## config.mk

```make
export PLATFORM = sky130hd
export DESIGN_NAME = wrap_addr_gen
export DESIGN_NICKNAME = d
export VERILOG_FILES = /design/src/rtl/wag_pkg.sv /design/src/rtl/wag_win_dec.sv /design/src/rtl/wag_step_dec.sv /design/src/rtl/wrap_addr_gen.sv
export SDC_FILE = /design/constraint.sdc
export NUM_CORES = 1
export LEC_CHECK = 0
export BUFFER_PORTS_ARGS = -buffer_cell sky130_fd_sc_hd__buf_2
export CORE_UTILIZATION = 40
export CTS_CLUSTER_SIZE = 16
export DETAILED_ROUTE_END_ITERATION = 12
export GPL_TIMING_DRIVEN = 0
export HOLD_SLACK_MARGIN = 0.06
export PLACE_DENSITY = 0.58
export SETUP_SLACK_MARGIN = 0.5
export SLEW_MARGIN = 20
export SYNTH_ARGS = -nofsm -noshare
export SYNTH_HDL_FRONTEND = slang
export SYNTH_SLANG_ARGS = --single-unit
export TNS_END_PERCENT = 50
```

## constraint.sdc

```tcl
create_clock -name clk -period 7.5 [get_ports clk]
set_clock_uncertainty 0.15 [all_clocks]
set_input_delay 2.25 -clock clk [delete_from_list [all_inputs] [get_ports clk]]
set_output_delay 2.25 -clock clk [all_outputs]
set_load 0.02 [all_outputs]
```

## src/rtl/wag_pkg.sv

```systemverilog
package wag_pkg;
    localparam int CODE_W        = 3;
    localparam int WIDTH_CODES   = 5;
    localparam int MAX_CODE      = (1 << CODE_W) - 1;
    localparam int MEM_BASE_LOG  = 5;
    localparam int PERI_BASE_LOG = 0;

    typedef logic [CODE_W-1:0] code_t;

    function automatic int max_win_log(input bit mem_side);
        return (mem_side ? MEM_BASE_LOG : PERI_BASE_LOG) + MAX_CODE - 1;
    endfunction
endpackage

```

## src/rtl/wag_win_dec.sv

```systemverilog
module wag_win_dec
    import wag_pkg::*;
#(
    parameter bit MEM_SIDE = 1'b1,
    parameter int WIN_W    = 12
) (
    input  code_t             code_i,
    output logic [WIN_W-1:0]  win_o,
    output logic              wrap_en_o
);
    localparam logic [WIN_W-1:0] ONE = WIN_W'(1);

    assign wrap_en_o = (code_i != '0);

    generate
        if (MEM_SIDE) begin : g_mem
            localparam int BASE = MEM_BASE_LOG;
            always_comb begin
                win_o = '0;
                if (wrap_en_o)
                    win_o = ONE << (BASE + int'(code_i) - 1);
            end
        end else begin : g_peri
            localparam int BASE = PERI_BASE_LOG;
            always_comb begin
                win_o = '0;
                if (wrap_en_o)
                    win_o = ONE << (BASE + int'(code_i) - 1);
            end
        end
    endgenerate
endmodule

```

## src/rtl/wag_step_dec.sv

```systemverilog
module wag_step_dec
    import wag_pkg::*;
#(
    parameter int STEP_W = 5
) (
    input  code_t              code_i,
    output logic [STEP_W-1:0]  step_o,
    output logic               bad_o
);
    localparam logic [STEP_W-1:0] ONE = STEP_W'(1);

    always_comb begin
        bad_o  = (int'(code_i) >= WIDTH_CODES);
        step_o = '0;
        if (!bad_o)
            step_o = ONE << code_i;
    end
endmodule

```

## src/rtl/wrap_addr_gen.sv

```systemverilog
module wrap_addr_gen
    import wag_pkg::*;
#(
    parameter int ADDR_W   = 32,
    parameter bit MEM_SIDE = 1'b1
) (
    input  logic              clk,
    input  logic              rst_n,
    input  logic              load_i,
    input  logic              advance_i,
    input  logic [ADDR_W-1:0] start_addr_i,
    input  logic [2:0]        wrap_code_i,
    input  logic [2:0]        width_code_i,
    output logic [ADDR_W-1:0] addr_o,
    output logic              width_err_o
);
    localparam int WIN_W  = max_win_log(MEM_SIDE) + 1;
    localparam int STEP_W = WIDTH_CODES;

    typedef struct packed {
        logic [ADDR_W-1:0] base;
        logic [ADDR_W-1:0] ptr;
        logic [WIN_W-1:0]  ofs;
        logic [WIN_W-1:0]  win;
        logic              wrap_en;
        logic [STEP_W-1:0] step;
        logic              err;
    } state_t;

    state_t st_d, st_q;

    logic [WIN_W-1:0]  dec_win;
    logic              dec_wrap_en;
    logic [STEP_W-1:0] dec_step;
    logic              dec_bad;
    logic              at_last;

    wag_win_dec #(.MEM_SIDE(MEM_SIDE), .WIN_W(WIN_W)) i_win_dec (
        .code_i    (wrap_code_i),
        .win_o     (dec_win),
        .wrap_en_o (dec_wrap_en)
    );

    wag_step_dec #(.STEP_W(STEP_W)) i_step_dec (
        .code_i (width_code_i),
        .step_o (dec_step),
        .bad_o  (dec_bad)
    );

    assign at_last = st_q.wrap_en && (st_q.ofs == st_q.win - WIN_W'(1));

    always_comb begin
        st_d = st_q;
        if (load_i) begin
            st_d.base    = start_addr_i;
            st_d.ptr     = start_addr_i;
            st_d.ofs     = '0;
            st_d.win     = dec_win;
            st_d.wrap_en = dec_wrap_en;
            st_d.step    = dec_step;
            st_d.err     = dec_bad;
        end else if (advance_i && !st_q.err) begin
            if (at_last) begin
                st_d.ptr = st_q.base;
                st_d.ofs = '0;
            end else begin
                st_d.ptr = st_q.ptr + ADDR_W'(st_q.step);
                if (st_q.wrap_en)
                    st_d.ofs = st_q.ofs + WIN_W'(1);
            end
        end
    end

    always_ff @(posedge clk or negedge rst_n) begin
        if (!rst_n)
            st_q <= '0;
        else
            st_q <= st_d;
    end

    assign addr_o      = st_q.ptr;
    assign width_err_o = st_q.err;

    // a load shows its start address one cycle later
    assert_load_R2: assert property (@(posedge clk) disable iff (!rst_n)
        load_i |=> (addr_o == $past(start_addr_i)));

    // no strobe, nothing moves
    assert_hold_R10: assert property (@(posedge clk) disable iff (!rst_n)
        (!load_i && !advance_i) |=> ($stable(addr_o) && $stable(width_err_o)));

    // a captured bad width freezes the pointer
    assert_err_freeze_R8: assert property (@(posedge clk) disable iff (!rst_n)
        (!load_i && width_err_o) |=> $stable(addr_o));

    // the error flag only changes on a load
    assert_err_stable_R11: assert property (@(posedge clk) disable iff (!rst_n)
        !load_i |=> $stable(width_err_o));

    // linear advance adds exactly one unit
    assert_linear_step_R3: assert property (@(posedge clk) disable iff (!rst_n)
        (!load_i && advance_i && !st_q.err && !st_q.wrap_en)
        |=> (addr_o == $past(addr_o) + ADDR_W'($past(st_q.step))));

    // position stays inside the window
    assert_ofs_bound_R7: assert property (@(posedge clk) disable iff (!rst_n)
        st_q.wrap_en |-> (st_q.ofs < st_q.win));

    // last advance of the window lands on the start address
    assert_wrap_back_R7: assert property (@(posedge clk) disable iff (!rst_n)
        (!load_i && advance_i && !st_q.err && at_last) |=> (addr_o == st_q.base));

    // a captured window is a single power of two
    assert_win_pow2_R5: assert property (@(posedge clk) disable iff (!rst_n)
        $onehot0(st_q.win));
endmodule

```

==> results.sh, run 1 <==
export IMPL_status="finished, final reports clean"
export IMPL_hold_viol=0
export IMPL_cts_buffers=9
export IMPL_totalWireLength_um=17600
export IMPL_core_area_mm2=0.0145
export IMPL_synth_seq_area_share_pct=40.2
export IMPL_critPathKind="in -> reg"
export IMPL_antenna_cells=0
export IMPL_antenna_found_initial=0
export IMPL_synth_edff_count=0
export IMPL_clock_path_buffers=2
export IMPL_hold_path_startpoint="st_q[3]"
export IMPL_final_area_mm2=0.00682
export IMPL_wl_met1_um=7900
export IMPL_yosysTopAreaCell="dfrtp_1"
export IMPL_seqPwrFrac_pct=45.2
export IMPL_slew_viol_final=0
export IMPL_post_cts_buffers=0
export IMPL_syn_inst=636
export IMPL_synth_cell_types=70
export IMPL_dpl_instance_area_mm2=0.00654
export IMPL_area_growth_pct=15.4
export IMPL_dpl_cell_count=895
export IMPL_cts_resized=0
export IMPL_final_antenna_net_count=0
export IMPL_worstPathArrival_ns=4.30
export IMPL_post_synth_top_count_cell="dfrtp_1"
export IMPL_worstHoldPathCells=1
export IMPL_layoutNonFillerInstCount=911
export IMPL_cellPowerDensity_mw_per_mm2=196
export IMPL_p_sw_mw=0.419
export IMPL_cts_hold_buf=0
export IMPL_clockPowerShare_pct=32.6
export IMPL_layout_drive_gt1_share_pct=22.8
export IMPL_critPathMaxFanout=10
export IMPL_relSlewSlack_pct=29.2
export IMPL_worst_setup_path_start_kind="input pin"
export IMPL_cap_violations=0
export IMPL_max_freq_mhz=239
export IMPL_dieWidth_um=124
export IMPL_vdd_drop_max_mv=0.0958
export IMPL_top_layer="met4"
export IMPL_wl_met2_um=8410
export IMPL_clk_pin_slew_worst_paths_ns=0.07
export IMPL_fp_dieArea_mm2=0.0153
export IMPL_yosys_area_top_type_share_pct=40.2
export IMPL_n_fill_cell=1405
export IMPL_r2r_start="st_q[7]"
export IMPL_port_buffers=74
export IMPL_synthArstFlopShare_pct=100
export IMPL_synth_area_leaders="dfrtp_1, o21ai_0, buf_4"
export IMPL_cts_root_buffer="clkbuf_16"
export IMPL_grt_max_degree=66
export IMPL_htree_num_levels=3
export IMPL_netlist_top_cells_count="dfrtp_1, o21ai_0, nand2_1"
export IMPL_wl_per_cell_um=19.3
export IMPL_io_pin_count=75
export IMPL_ys_warn_count=0
export IMPL_start_util_pct=40.8
export IMPL_syn_cell_area_mm2=0.00591
export IMPL_clock_sinks=95
export IMPL_dr_wl_met3_um=769
export IMPL_grt_pass1_wl_um=28000
export IMPL_drc=0
export IMPL_endpoint_kind="flip-flop"
export IMPL_timing_critical_path_from="load_i"
export IMPL_tightest_slew_ns=1.05
export IMPL_p_comb_share_pct=22.2
export IMPL_rsz0062_at_grt="no"
export IMPL_num_rows=44
export IMPL_setup_viol=0
export IMPL_grt_pass1_vias=5219
export IMPL_gp_congestion=0.814
export IMPL_fp_dieH_um=124
export IMPL_critPathRequiredTime_ns=7.60
export IMPL_finalCriticalPeriod_ns=4.19
export IMPL_hold_class="reg -> reg"
export IMPL_p_leak_nw=3.09
export IMPL_drt_iter0_drc=423
export IMPL_final_nets=777
export IMPL_insertion_delay_ns=0.35
export IMPL_vias=5296
export IMPL_synth_nets=691
export IMPL_firstDrtPassIters=5
export IMPL_fin_crit_sh_pct=55.9
export IMPL_finalSetupTns_ns=0
export IMPL_synth_area_per_cell_um2=9.29
export IMPL_dpl_hpwl_um=12600
export IMPL_synth_flop_cell="dfrtp_1"
export IMPL_r2r_cells=9
export IMPL_synth_seq_cells=95
export IMPL_p_int_mw=0.917
export IMPL_gr_total_overflow=0
export IMPL_switching_share_pct=31.3
export IMPL_grt_total_usage_pct=24.6
export IMPL_viasPerCell=5.81
export IMPL_tritoncts="done"
per-stage QoR:
stage               hold slack (ns)  util, %  setup WS (ns)  total power [mW]
floorplan                     0.308        -           3.93             0.801
global route                  0.368     47.1           3.16              1.40
CTS                           0.350     47.1           3.31              1.35
global placement              0.324     45.0           2.97             0.898
detailed placement            0.328     45.2           2.95             0.908
finish                        0.348     47.1           3.31              1.34
critical path, cell delays in order:
cell,delay [ns]
buf_2,0.13
clkbuf_1,0.46
clkbuf_1,0.59
buf_1,0.56
nand2_1,0.16
o21ai_0,0.13
final cells by class:
cell class | instances | area (um^2) | area share, %
Buffer | 65 | 385 | 5.65
Clock inverter | 6 | 36.3 | 0.532
Sequential cell | 95 | 2380 | 34.9
Timing Repair Buffer | 75 | 404 | 5.93
Tap cell | 184 | 230 | 3.38
Multi-Input combinational cell | 448 | 3040 | 44.6
Clock buffer | 10 | 239 | 3.50
Inverter | 28 | 105 | 1.54
power by group through the flow:
stage | Sequential [mW] | Clock [mW] | Combinational [mW]
floorplan | 0.597 | 0 | 0.204
global placement | 0.610 | 0 | 0.287
detailed placement | 0.612 | 0 | 0.295
CTS | 0.603 | 0.446 | 0.297
global route | 0.611 | 0.465 | 0.327
finish | 0.604 | 0.435 | 0.297
worst paths after layout:
path / slack [ns] / endpoint
worst max-delay path: 3.31 / st_q[94]
worst min-delay path: 0.35 / st_q[3]
worst max register to register: 3.82 / addr_o[21]
worst min register to register: 0.35 / st_q[3]
max in group asynchronous: 4.94 / st_q[78]
min in group asynchronous: 1.63 / st_q[18]
routing by layer:
layer	global-route usage, %	vias to the layer above
li1	-	2479
met1	32.2	2643
met2	39.9	144
met3	4.57	30
met4	9.79	0
met5	0	-
cell usage in the layout, fill, tap and decap left out, drive strengths merged, types with 4 or more instances in the layout:
cell     Yosys  routed
inv         28      28
and3        25      25
a22oi       10      10
and2         5       5
o2111ai      5       5
o211ai      11      11
dfrtp       95      95
or3          5       5
nand3       18      18
a211oi       6       6
and4         5       5
nand2b       4       4
clkbuf      25      35
o21a         5       5
mux2        21      21
a22o         9       9
buf         40     115
nor2b        6       6
nor2        34      34
o21ai       59      59
xnor2       25      25
o31ai        7       7
nor3        16      16
ha          12      12
nand4       12      12
a21oi       22      22
nor4         8       8
clkinv       0       5
a41oi        5       5
nand2       42      42
mux2i       13      13
xor2         5       5
a31oi       13      13
cell families (layout without fill, tap and decap cells):
group | after synthesis | in the layout | synth area share, %
adders and majority gates | 13 | 13 | 2.88
buffers and inverters | 93 | 184 | 8.30
DFF | 95 | 95 | 40.2
muxes | 34 | 34 | 6.20
AOI/OAI and AO/OA | 177 | 177 | 20.0
xor gates and xnor gates | 30 | 30 | 4.57
and+or+nand+nor | 194 | 194 | 17.8
state kept, by name, summed over array words and instances (netlist names):
| name | count |
|---|---|
| width_err_o | 1 |
| addr_o | 32 |
| st_q | 62 |
(Power assumes the default switching activity.)
==> run 2, diff against run 1 <==
--- a/config.mk
+++ b/config.mk
@@ -11,7 +11,7 @@
 export DETAILED_ROUTE_END_ITERATION = 12
 export GPL_TIMING_DRIVEN = 0
 export HOLD_SLACK_MARGIN = 0.06
-export PLACE_DENSITY = 0.58
+export PLACE_DENSITY = 0.6
 export SETUP_SLACK_MARGIN = 0.5
 export SLEW_MARGIN = 20
 export SYNTH_ARGS = -nofsm -noshare
==> constraint.sdc (replaced) <==
create_clock -name clk -period 3.5 [get_ports clk]
set_clock_uncertainty 0.15 [all_clocks]
set_input_delay 1.05 -clock clk [delete_from_list [all_inputs] [get_ports clk]]
set_output_delay 1.05 -clock clk [all_outputs]
set_load 0.02 [all_outputs]
==> run 2 against run 1 <==
Clock power increased by 140%; critical path depth increased by 5; utilization increased by 2.7 points; sequential power increased by 120%; first-iteration DRC count decreased by 10%; register-to-register slack got worse by 3.3 ns; cell count increased by 2.2%; sequential cell count unchanged; worst hold slack improved by 0.0024 ns; sequential share of layout area decreased by 1.9 points; combinational power increased by 130%.
==> results.sh, run 2 (same netlist as run 1, synthesis figures left out) <==
export IMPL_status="finished, final reports clean"
export IMPL_area_growth_pct=22.1
export IMPL_endpoint_kind="flip-flop"
export IMPL_htree_num_levels=3
export IMPL_start_util_pct=40.8
export IMPL_worstHoldPathCells=1
export IMPL_final_cell_mix="dfrtp_1, buf_2, o21ai_0, buf_4, nand2_1"
export IMPL_p_leak_nw=3.26
export IMPL_holdPathEnd="st_q[91]"
export IMPL_clock_path_buffers=2
export IMPL_grt_max_degree=70
export IMPL_vias=5386
export IMPL_utilization_pct=49.8
export IMPL_firstDrtPassIters=5
export IMPL_num_rows=44
export IMPL_fp_dieH_um=124
export IMPL_finalCriticalPeriod_ns=2.96
export IMPL_tritoncts="done"
export IMPL_grt_total_usage_pct=24.4
export IMPL_antenna_cells=0
export IMPL_gr_total_overflow=0
export IMPL_final_common_cell="dfrtp_1"
export IMPL_max_freq_mhz=337
export IMPL_clock_sinks=95
export IMPL_final_antenna_net_count=0
export IMPL_fin_crit_sh_pct=84.7
export IMPL_fp_dieArea_mm2=0.0153
export IMPL_cts_root_buffer="clkbuf_16"
export IMPL_finalSetupTns_ns=0
export IMPL_hold_path_startpoint="st_q[91]"
export IMPL_layout_drive_gt1_share_pct=28.2
export IMPL_insertion_delay_ns=0.35
export IMPL_dpl_hpwl_um=12300
export IMPL_whs_ns=0.351
export IMPL_worstPathArrival_ns=3.08
export IMPL_core_area_mm2=0.0145
export IMPL_cap_violations=0
export IMPL_r2r_cells=11
export IMPL_critPathMaxFanout=6
export IMPL_drt_iter0_drc=380
export IMPL_antenna_found_initial=0
export IMPL_grt_pass1_vias=5165
export IMPL_cts_hold_buf=0
export IMPL_reg2reg_slack_ns=0.54
export IMPL_critPathRequiredTime_ns=3.62
export IMPL_grt_pass1_wl_um=27800
export IMPL_hold_class="reg -> reg"
export IMPL_timing_rr_end="st_q[27]"
export IMPL_r2r_start="st_q[8]"
export IMPL_drc=0
export IMPL_dpl_instance_area_mm2=0.00654
export IMPL_worst_setup_path_start_kind="flip-flop"
export IMPL_port_buffers=74
export IMPL_largest_register="st_q"
export IMPL_dpl_cell_count=895
export IMPL_gp_congestion=0.919
export IMPL_vdd_drop_max_mv=0.307
export IMPL_n_fill_cell=1377
export IMPL_tightest_slew_ns=0.864
export IMPL_clk_pin_slew_worst_paths_ns=0.07
export IMPL_viasPerCell=5.79
export IMPL_cts_buffers=9
export IMPL_totalWireLength_um=17900
export IMPL_critPathKind="reg -> reg"
export IMPL_largest_register_ffs=62
export IMPL_setup_viol=0
export IMPL_relSlewSlack_pct=41.9
export IMPL_layoutNonFillerInstCount=931
export IMPL_final_nets=797
export IMPL_cellPowerDensity_mw_per_mm2=416
export IMPL_dieWidth_um=124
export IMPL_rsz0062_at_grt="yes"
export IMPL_io_pin_count=75
export IMPL_final_area_mm2=0.00722
export IMPL_slew_viol_final=0
export IMPL_wl_per_cell_um=19.2
export IMPL_hold_viol=0
run 2: what timing repair did:
item	in CTS	in global routing
gates resized for setup	20	29
endpoints found under the hold margin	0	0
pin swaps	6	12
setup endpoints to repair	44	49
gates cloned	1	0
setup buffers	9	10
run 2: layout make-up:
class	instances	area [um^2]	share of cell area, %
Clock inverter	5	56.3	0.780
Inverter	28	105	1.46
Timing Repair Buffer	95	564	7.82
Buffer	65	404	5.60
Clock buffer	11	253	3.50
Tap cell	184	230	3.19
Sequential cell	95	2380	33.0
Multi-Input combinational cell	448	3230	44.7
run 2: worst max-delay path by stage:
stage,start,to,slack [ns],depth (start not counted)
floorplan,st_q[7],addr_o[21],0.50,9
global placement,st_q[7],addr_o[21],-0.06,9
detailed placement,st_q[7],addr_o[16],-0.12,10
CTS,st_q[7],st_q[27],0.48,10
global route,st_q[8],st_q[27],0.41,11
finish,st_q[8],st_q[27],0.54,11
run 2: through the flow:
step	power (mW)	setup slack [ns]
after CTS	2.99	0.479
final	3.00	0.535
after global placement	1.92	-0.0608
after detailed placement	1.94	-0.117
after global routing	3.15	0.409
after floorplan	1.72	0.503
run 2: critical path: stages, from the launching register on:
cell and delay, ns:
dfrtp_1 0.39, inv_2 0.09, ha_4 0.15, or4b_4 0.51, o311ai_4 0.28, o311ai_4 0.17, nand4_1 0.18, nor3_4 0.06
buf_12 0.14, buf_4 0.14, or3b_2 0.45, a31oi_1 0.17
run 2: where the power goes:
group | internal [mW] | total, mW | switching (mW)
registers | 1.19 | 1.30 | 0.104
logic | 0.295 | 0.675 | 0.380
clock network | 0.592 | 1.03 | 0.440
total | 2.08 | 3.00 | 0.923
run 2: layer usage:
layer  part of all wire [%]  up-vias  track usage (%)
met5                      0        -                0
met4                    2.7        0             8.73
met3                    5.0       33             4.06
met2                     48      169             39.7
met1                     44     2660             32.5
li1                       -     2524                -
